===== config.mk =====
export PLATFORM = sky130hd
export DESIGN_NAME = spi_cmd_engine
export DESIGN_NICKNAME = d
export VERILOG_FILES = /design/src/rtl/spi_cmd_engine.sv
export SDC_FILE = /design/constraint.sdc
export NUM_CORES = 1
export LEC_CHECK = 0
export BUFFER_PORTS_ARGS = -buffer_cell sky130_fd_sc_hd__buf_2
export CORE_ASPECT_RATIO = 1.1
export CORE_MARGIN = 2
export CORE_UTILIZATION = 44
export CTS_BUF_LIST = sky130_fd_sc_hd__clkbuf_2
export DETAILED_ROUTE_END_ITERATION = 7
export HOLD_SLACK_MARGIN = 0.03
export PLACE_DENSITY = 0.57
export SLEW_MARGIN = 20
export SYNTH_ARGS = -nofsm -noshare
export SYNTH_HDL_FRONTEND = slang
export SYNTH_SLANG_ARGS = --single-unit

===== constraint.sdc =====
create_clock -name clk -period 4.9 [get_ports clk]
set_input_delay 1.225 -clock clk [delete_from_list [all_inputs] [get_ports clk]]
set_output_delay 1.225 -clock clk [all_outputs]
set_load 0.05 [all_outputs]

===== src/rtl/spi_cmd_engine.sv =====
module spi_cmd_engine #(
  parameter int CLK_DIV   = 4,
  parameter int BUF_DEPTH = 71
) (
  input  logic       clk,
  input  logic       rst_n,
  input  logic       reg_we,
  input  logic [7:0] reg_addr,
  input  logic [7:0] reg_wdata,
  output logic [7:0] reg_rdata,
  output logic       spi_sclk,
  output logic       spi_cs_n,
  output logic       spi_mosi,
  input  logic       spi_miso
);
  localparam int HALF = CLK_DIV / 2;
  localparam int DIVW = $clog2(HALF + 1);
  localparam logic [7:0] A_OP   = 8'h45;
  localparam logic [7:0] A_TRIG = 8'h47;
  localparam logic [7:0] A_TXC  = 8'h48;
  localparam logic [7:0] A_RXC  = 8'h4B;
  localparam logic [7:0] A_STAT = 8'h4C;
  localparam logic [7:0] A_BUF  = 8'h80;

  logic [7:0] mem [0:BUF_DEPTH-1];
  logic [7:0] op_q, txc_q, rxc_q, done_q;
  logic [6:0] rd_ptr, wr_ptr;
  logic       busy, cs_n_q, sclk_q;
  logic [DIVW-1:0] div_cnt;
  logic [2:0] bit_cnt;
  logic [7:0] tx_sh, rx_sh;
  logic [8:0] bidx;

  logic [7:0]  boff;
  logic        in_buf;
  logic [8:0]  total;
  logic        fits, trig, tick, byte_end, cur_rx, last_byte, next_tx;
  logic [31:0] status;

  assign boff      = reg_addr - A_BUF;
  assign in_buf    = (reg_addr >= A_BUF) && (boff < 8'(BUF_DEPTH));
  assign total     = {1'b0, txc_q} + {1'b0, rxc_q};
  assign fits      = total <= 9'(BUF_DEPTH);
  assign trig      = !busy && reg_we && (reg_addr == A_TRIG) && reg_wdata[7];
  assign tick      = busy && (div_cnt == DIVW'(HALF - 1));
  assign byte_end  = tick && sclk_q && (bit_cnt == 3'd7);
  assign cur_rx    = bidx > {1'b0, txc_q};
  assign last_byte = bidx == total;
  assign next_tx   = (bidx + 9'd1) <= {1'b0, txc_q};
  assign status    = {busy, 8'h00, rd_ptr, 1'b0, wr_ptr, done_q};

  assign spi_sclk = sclk_q;
  assign spi_cs_n = cs_n_q;
  assign spi_mosi = tx_sh[7] & ~cs_n_q;

  always_ff @(posedge clk) begin
    if (!busy && reg_we && in_buf)
      mem[boff[6:0]] <= reg_wdata;
    else if (byte_end && cur_rx)
      mem[wr_ptr] <= rx_sh;
  end

  always_ff @(posedge clk) begin
    if (!rst_n) begin
      op_q    <= '0;
      txc_q   <= '0;
      rxc_q   <= '0;
      done_q  <= '0;
      rd_ptr  <= '0;
      wr_ptr  <= '0;
      busy    <= 1'b0;
      cs_n_q  <= 1'b1;
      sclk_q  <= 1'b0;
      div_cnt <= '0;
      bit_cnt <= '0;
      tx_sh   <= '0;
      rx_sh   <= '0;
      bidx    <= '0;
    end else if (!busy) begin
      if (reg_we) begin
        case (reg_addr)
          A_OP:    op_q  <= reg_wdata;
          A_TXC:   txc_q <= reg_wdata;
          A_RXC:   rxc_q <= reg_wdata;
          default: ;
        endcase
      end
      if (trig && fits) begin
        busy    <= 1'b1;
        cs_n_q  <= 1'b0;
        sclk_q  <= 1'b0;
        div_cnt <= '0;
        bit_cnt <= '0;
        tx_sh   <= op_q;
        bidx    <= '0;
        done_q  <= '0;
        rd_ptr  <= '0;
        wr_ptr  <= txc_q[6:0];
      end
    end else if (tick) begin
      div_cnt <= '0;
      sclk_q  <= ~sclk_q;
      if (!sclk_q) begin
        rx_sh <= {rx_sh[6:0], spi_miso};
      end else if (bit_cnt != 3'd7) begin
        bit_cnt <= bit_cnt + 3'd1;
        tx_sh   <= {tx_sh[6:0], 1'b0};
      end else begin
        bit_cnt <= '0;
        done_q  <= done_q + 8'd1;
        if (cur_rx) wr_ptr <= wr_ptr + 7'd1;
        if (last_byte) begin
          busy   <= 1'b0;
          cs_n_q <= 1'b1;
          tx_sh  <= '0;
        end else begin
          bidx <= bidx + 9'd1;
          if (next_tx) begin
            tx_sh  <= mem[rd_ptr];
            rd_ptr <= rd_ptr + 7'd1;
          end else begin
            tx_sh <= 8'h00;
          end
        end
      end
    end else begin
      div_cnt <= div_cnt + DIVW'(1);
    end
  end

  always_comb begin
    case (reg_addr)
      A_OP:          reg_rdata = op_q;
      A_TXC:         reg_rdata = txc_q;
      A_RXC:         reg_rdata = rxc_q;
      A_STAT:        reg_rdata = status[7:0];
      A_STAT + 8'd1: reg_rdata = status[15:8];
      A_STAT + 8'd2: reg_rdata = status[23:16];
      A_STAT + 8'd3: reg_rdata = status[31:24];
      default:       reg_rdata = in_buf ? mem[boff[6:0]] : 8'h00;
    endcase
  end
endmodule


==> impl_metrics.yaml <==
status:
  outcome: "finished, violations left"
  violations: "negative setup slack"
die:
  design.portCount: 31
  floorplan.die_area_um2: 75900
  floorplan.die.width_um: 263
  initial_utilization: 0.443
  fp.dieH_um: 289
  core_area_um2: 73100
  num_rows: 104
clock_network:
  numClockSinks: 654
  clock_tree.htree_level_count: 4
  clockRootBuffer: "sky130_fd_sc_hd__clkbuf_2"
  clock_latency_ns: 1.42
  total_clock_buffers_created_by_cts: 168
  tritoncts: "done"
  cts_buffer_depth: 3
  cts.reportedPaths.clkPinSlew_ns: 0.12
route:
  post_drt_wl_per_cell_um: 29.7
  drtAntennaViolNets: 0
  first_pass_detailed_route_iteration_total: 5
  first_iter_violations: 2400
  detail_route.vias_per_cell: 6.30
  routed_wl_um: 103000
  post-route-drc-count: 0
  num_vias: 21700
sta:
  final_min_period_over_clock_period: 1.05
  max_slew_margin: 0.250
  fin_setup_tns_ns: -1.60
  worstMarginPinSlew_ns: 1.12
  finClkSkew_ns: 0.117
  setup_slack_ns: -0.254
  grt_setup_unrepaired: "yes"
  timing.final.setup_violations: 8
  min_period_ns: 5.15
  max_clock_freq_mhz: 194
  final_hold_viol_count: 0
  timing.final.max_slew_violations: 0
worst_setup_path:
  worstSetupEndpointType: "output port"
  cp_data_arrival_time_ns: 3.93
  setup.worst_path.class: "reg -> out"
  crit_path_max_fanout: 2
  r2r_setup_slk_ns: 0.32
  crit_path_end: "reg_rdata[4]"
  worstReg2RegStart: "txc_q[1]"
  worst_ep_required_time_ns: 3.67
  worst_setup_path_start_kind: "flop"
  reg2reg_depth: 10
  end_of_the_worst_register_to_register_path: "mem[24][2]"
  setup.worst_path.start: "mem[19][4]"
worst_hold_path:
  hp-class: "in -> reg"
logic_synthesis:
  syn_area_um2: 32400
  ys_seq_elements: 654
  synth_simple_gate_area_share: 0.0769
  yosys.cell_types.count: 86
  avgSynthCellArea_um2: 15.3
  ys_async_rst_share: 0
  synth_top_family_by_area: "multiplexers"
  synthesized_area_fraction_occupied_by_adder_cells: 0.0122
  seq_area_frac_synth: 0.579
  syn-instance-count: 2124
  synthMuxAreaShare: 0.231
  synth_compound_gate_area_share: 0.0720
  post_synth_xor_area_fraction: 0.00648
  post_synth_edffs: 568
  syn_nets: 2175
  yosysWarnings: 0
  ys_dominant_reg_cell: "sky130_fd_sc_hd__edfxtp_1"
power:
  share_comb_of_total_power: 0.056
  switching_share: 0.259
  vdd_drop_max_mv: 0.168
  seq_power_share: 0.569
  finalPower_uw: 10600
  share_clk_of_total_power: 0.375
  cell_internal_pwr_uw: 7860
  net_switching_component_of_the_power_uw: 2750
  leakage_power_total_uw: 0.0118
  power_density_over_the_cells_nw_per_um2: 291
place:
  dp.final_hpwl_um: 71000
  numPlacedInstances: 3135
  detailed_place.area_um2: 34700
  count_of_input_and_output_buffers: 30
  routabilityCongestion: 0.941
finish:
  finish.net_count: 2411
  drive_above_1_share: 0.325
  area.growth.synth_to_final_pct: 12.5
  layout_common_cells: "sky130_fd_sc_hd__edfxtp_1, sky130_fd_sc_hd__mux4_2, sky130_fd_sc_hd__clkbuf_2"
  fin_cells: 3449
  final_core_util: 0.499
  finalInstanceArea_um2: 36500
  mostFrequentLayoutCell: "sky130_fd_sc_hd__edfxtp_1"
global_route:
  use_met2: 0.463
  grt_start_max_net_pins: 72
  vias_in_the_first_global_route: 22400
  top_usage_layer: "met2"
  grt_first_pass_wirelength_um: 149000
  met3_usage: 0.0692
  grt_usage: 0.273
  initial_antenna_violation_count: 3
  grt_overflow_total: 0
  groute.layer.met1.usage: 0.332
flow_run:
  drv.max_cap_violation_count: 0
-- how the worst min path moves through the flow --
stage / start / to / slack (ns) / depth (start not counted)
3_5_place_dp: bit_cnt[1] / bit_cnt[1] / 0.46 / 2
2_1_floorplan: bit_cnt[1] / bit_cnt[1] / 0.44 / 2
3_3_place_gp: bit_cnt[1] / bit_cnt[1] / 0.45 / 2
5_1_grt: rst_n / tx_sh[7] / 0.14 / 3
4_1_cts: rst_n / tx_sh[7] / 0.06 / 3
6_report: rst_n / tx_sh[7] / 0.25 / 3
-- state kept, by name, indices dropped and copies added, names as in the netlist, named ones only --
signal / cells
txc_q: 8
busy: 1
rd_ptr: 7
rx_sh: 8
div_cnt: 2
bidx: 9
done_q: 8
mem: 568
spi_sclk: 1
rxc_q: 8
bit_cnt: 3
spi_cs_n: 1
op_q: 8
tx_sh: 8
wr_ptr: 7
-- logic make-up (layout without fill, tap and decap cells) --
logic type      Yosys count  in the layout
flops                   654            654
simple gates            516            516
mux                     385            385
compound gates          347            347
buf+inv                 167            537
fa+ha+maj                31             31
xor+xnor                 24             24
other cells               0              1
-- critical path, stage by stage (launching register included) --
cell                       delay [ns]
sky130_fd_sc_hd__edfxtp_1        0.48
sky130_fd_sc_hd__mux4_2          0.50
sky130_fd_sc_hd__mux4_2          0.54
sky130_fd_sc_hd__mux4_2          0.56
sky130_fd_sc_hd__nand2b_1        0.12
sky130_fd_sc_hd__o211ai_1        0.09
sky130_fd_sc_hd__buf_4           0.22
-- routing by layer --
layer	up-vias	part of all wire
met5	-	0
met4	0	0.040
met3	219	0.090
met2	1141	0.50
met1	11100	0.37
li1	9249	-
-- cell type report --
type / instances / area, um^2
fill: 6276 / 36600
sequential: 654 / 18800
multi-input combinational: 1303 / 12900
timing repair buffer: 210 / 1840
tap: 954 / 1190
clock buffer: 236 / 1180
clock inverter: 68 / 458
inverter: 23 / 86.3
antenna: 1 / 2.50
-- Yosys cell counts (7+ instances only) --
master | number | area, um^2
sky130_fd_sc_hd__a211oi_1 | 27 | 203
sky130_fd_sc_hd__a21oi_1 | 86 | 430
sky130_fd_sc_hd__a221oi_1 | 7 | 61.3
sky130_fd_sc_hd__a22o_1 | 10 | 87.6
sky130_fd_sc_hd__a22oi_1 | 22 | 165
sky130_fd_sc_hd__a31oi_1 | 24 | 150
sky130_fd_sc_hd__and2_1 | 8 | 50.1
sky130_fd_sc_hd__and3_1 | 13 | 81.3
sky130_fd_sc_hd__buf_1 | 19 | 71.3
sky130_fd_sc_hd__buf_2 | 49 | 245
sky130_fd_sc_hd__buf_4 | 11 | 82.6
sky130_fd_sc_hd__clkbuf_1 | 63 | 236
sky130_fd_sc_hd__dfxtp_1 | 86 | 1720
sky130_fd_sc_hd__edfxtp_1 | 568 | 17100
sky130_fd_sc_hd__ha_1 | 30 | 375
sky130_fd_sc_hd__inv_1 | 21 | 78.8
sky130_fd_sc_hd__mux2i_1 | 91 | 911
sky130_fd_sc_hd__mux4_2 | 289 | 6510
sky130_fd_sc_hd__nand2_1 | 169 | 634
sky130_fd_sc_hd__nand2b_1 | 23 | 144
sky130_fd_sc_hd__nand3_1 | 40 | 200
sky130_fd_sc_hd__nand4_1 | 13 | 81.3
sky130_fd_sc_hd__nor2_1 | 149 | 559
sky130_fd_sc_hd__nor2b_1 | 24 | 150
sky130_fd_sc_hd__nor3_1 | 14 | 70.1
sky130_fd_sc_hd__nor4_1 | 12 | 75.1
sky130_fd_sc_hd__o211ai_1 | 24 | 180
sky130_fd_sc_hd__o21ai_0 | 57 | 285
sky130_fd_sc_hd__o21ai_1 | 11 | 55.1
sky130_fd_sc_hd__o31ai_1 | 7 | 52.6
sky130_fd_sc_hd__or3_1 | 7 | 43.8
sky130_fd_sc_hd__xnor2_1 | 18 | 158
-- power by group through the flow --
stage | Combinational, uW | Clock [uW] | Sequential, uW
2_1_floorplan | 350 | 0 | 6170
3_3_place_gp | 567 | 0 | 6170
3_5_place_dp | 579 | 0 | 6170
4_1_cts | 588 | 4090 | 6040
5_1_grt | 619 | 4370 | 6040
6_report | 593 | 3980 | 6040
-- what timing repair did --
action,4_1_cts,5_1_grt
setup endpoints to repair,8,8
gates resized for setup,8,0
hold buffers,9,0
setup buffers,0,0
hold endpoints to repair,25,0
-- per-stage QoR --
stage / setup slack [ns] / hold WS (ns)
6_report: -0.254 / 0.250
5_1_grt: -0.432 / 0.135
3_5_place_dp: -0.161 / 0.460
3_3_place_gp: -0.190 / 0.449
4_1_cts: -0.440 / 0.0620
2_1_floorplan: 0.0399 / 0.436
Note: power is estimated with default switching activity, not from simulation.
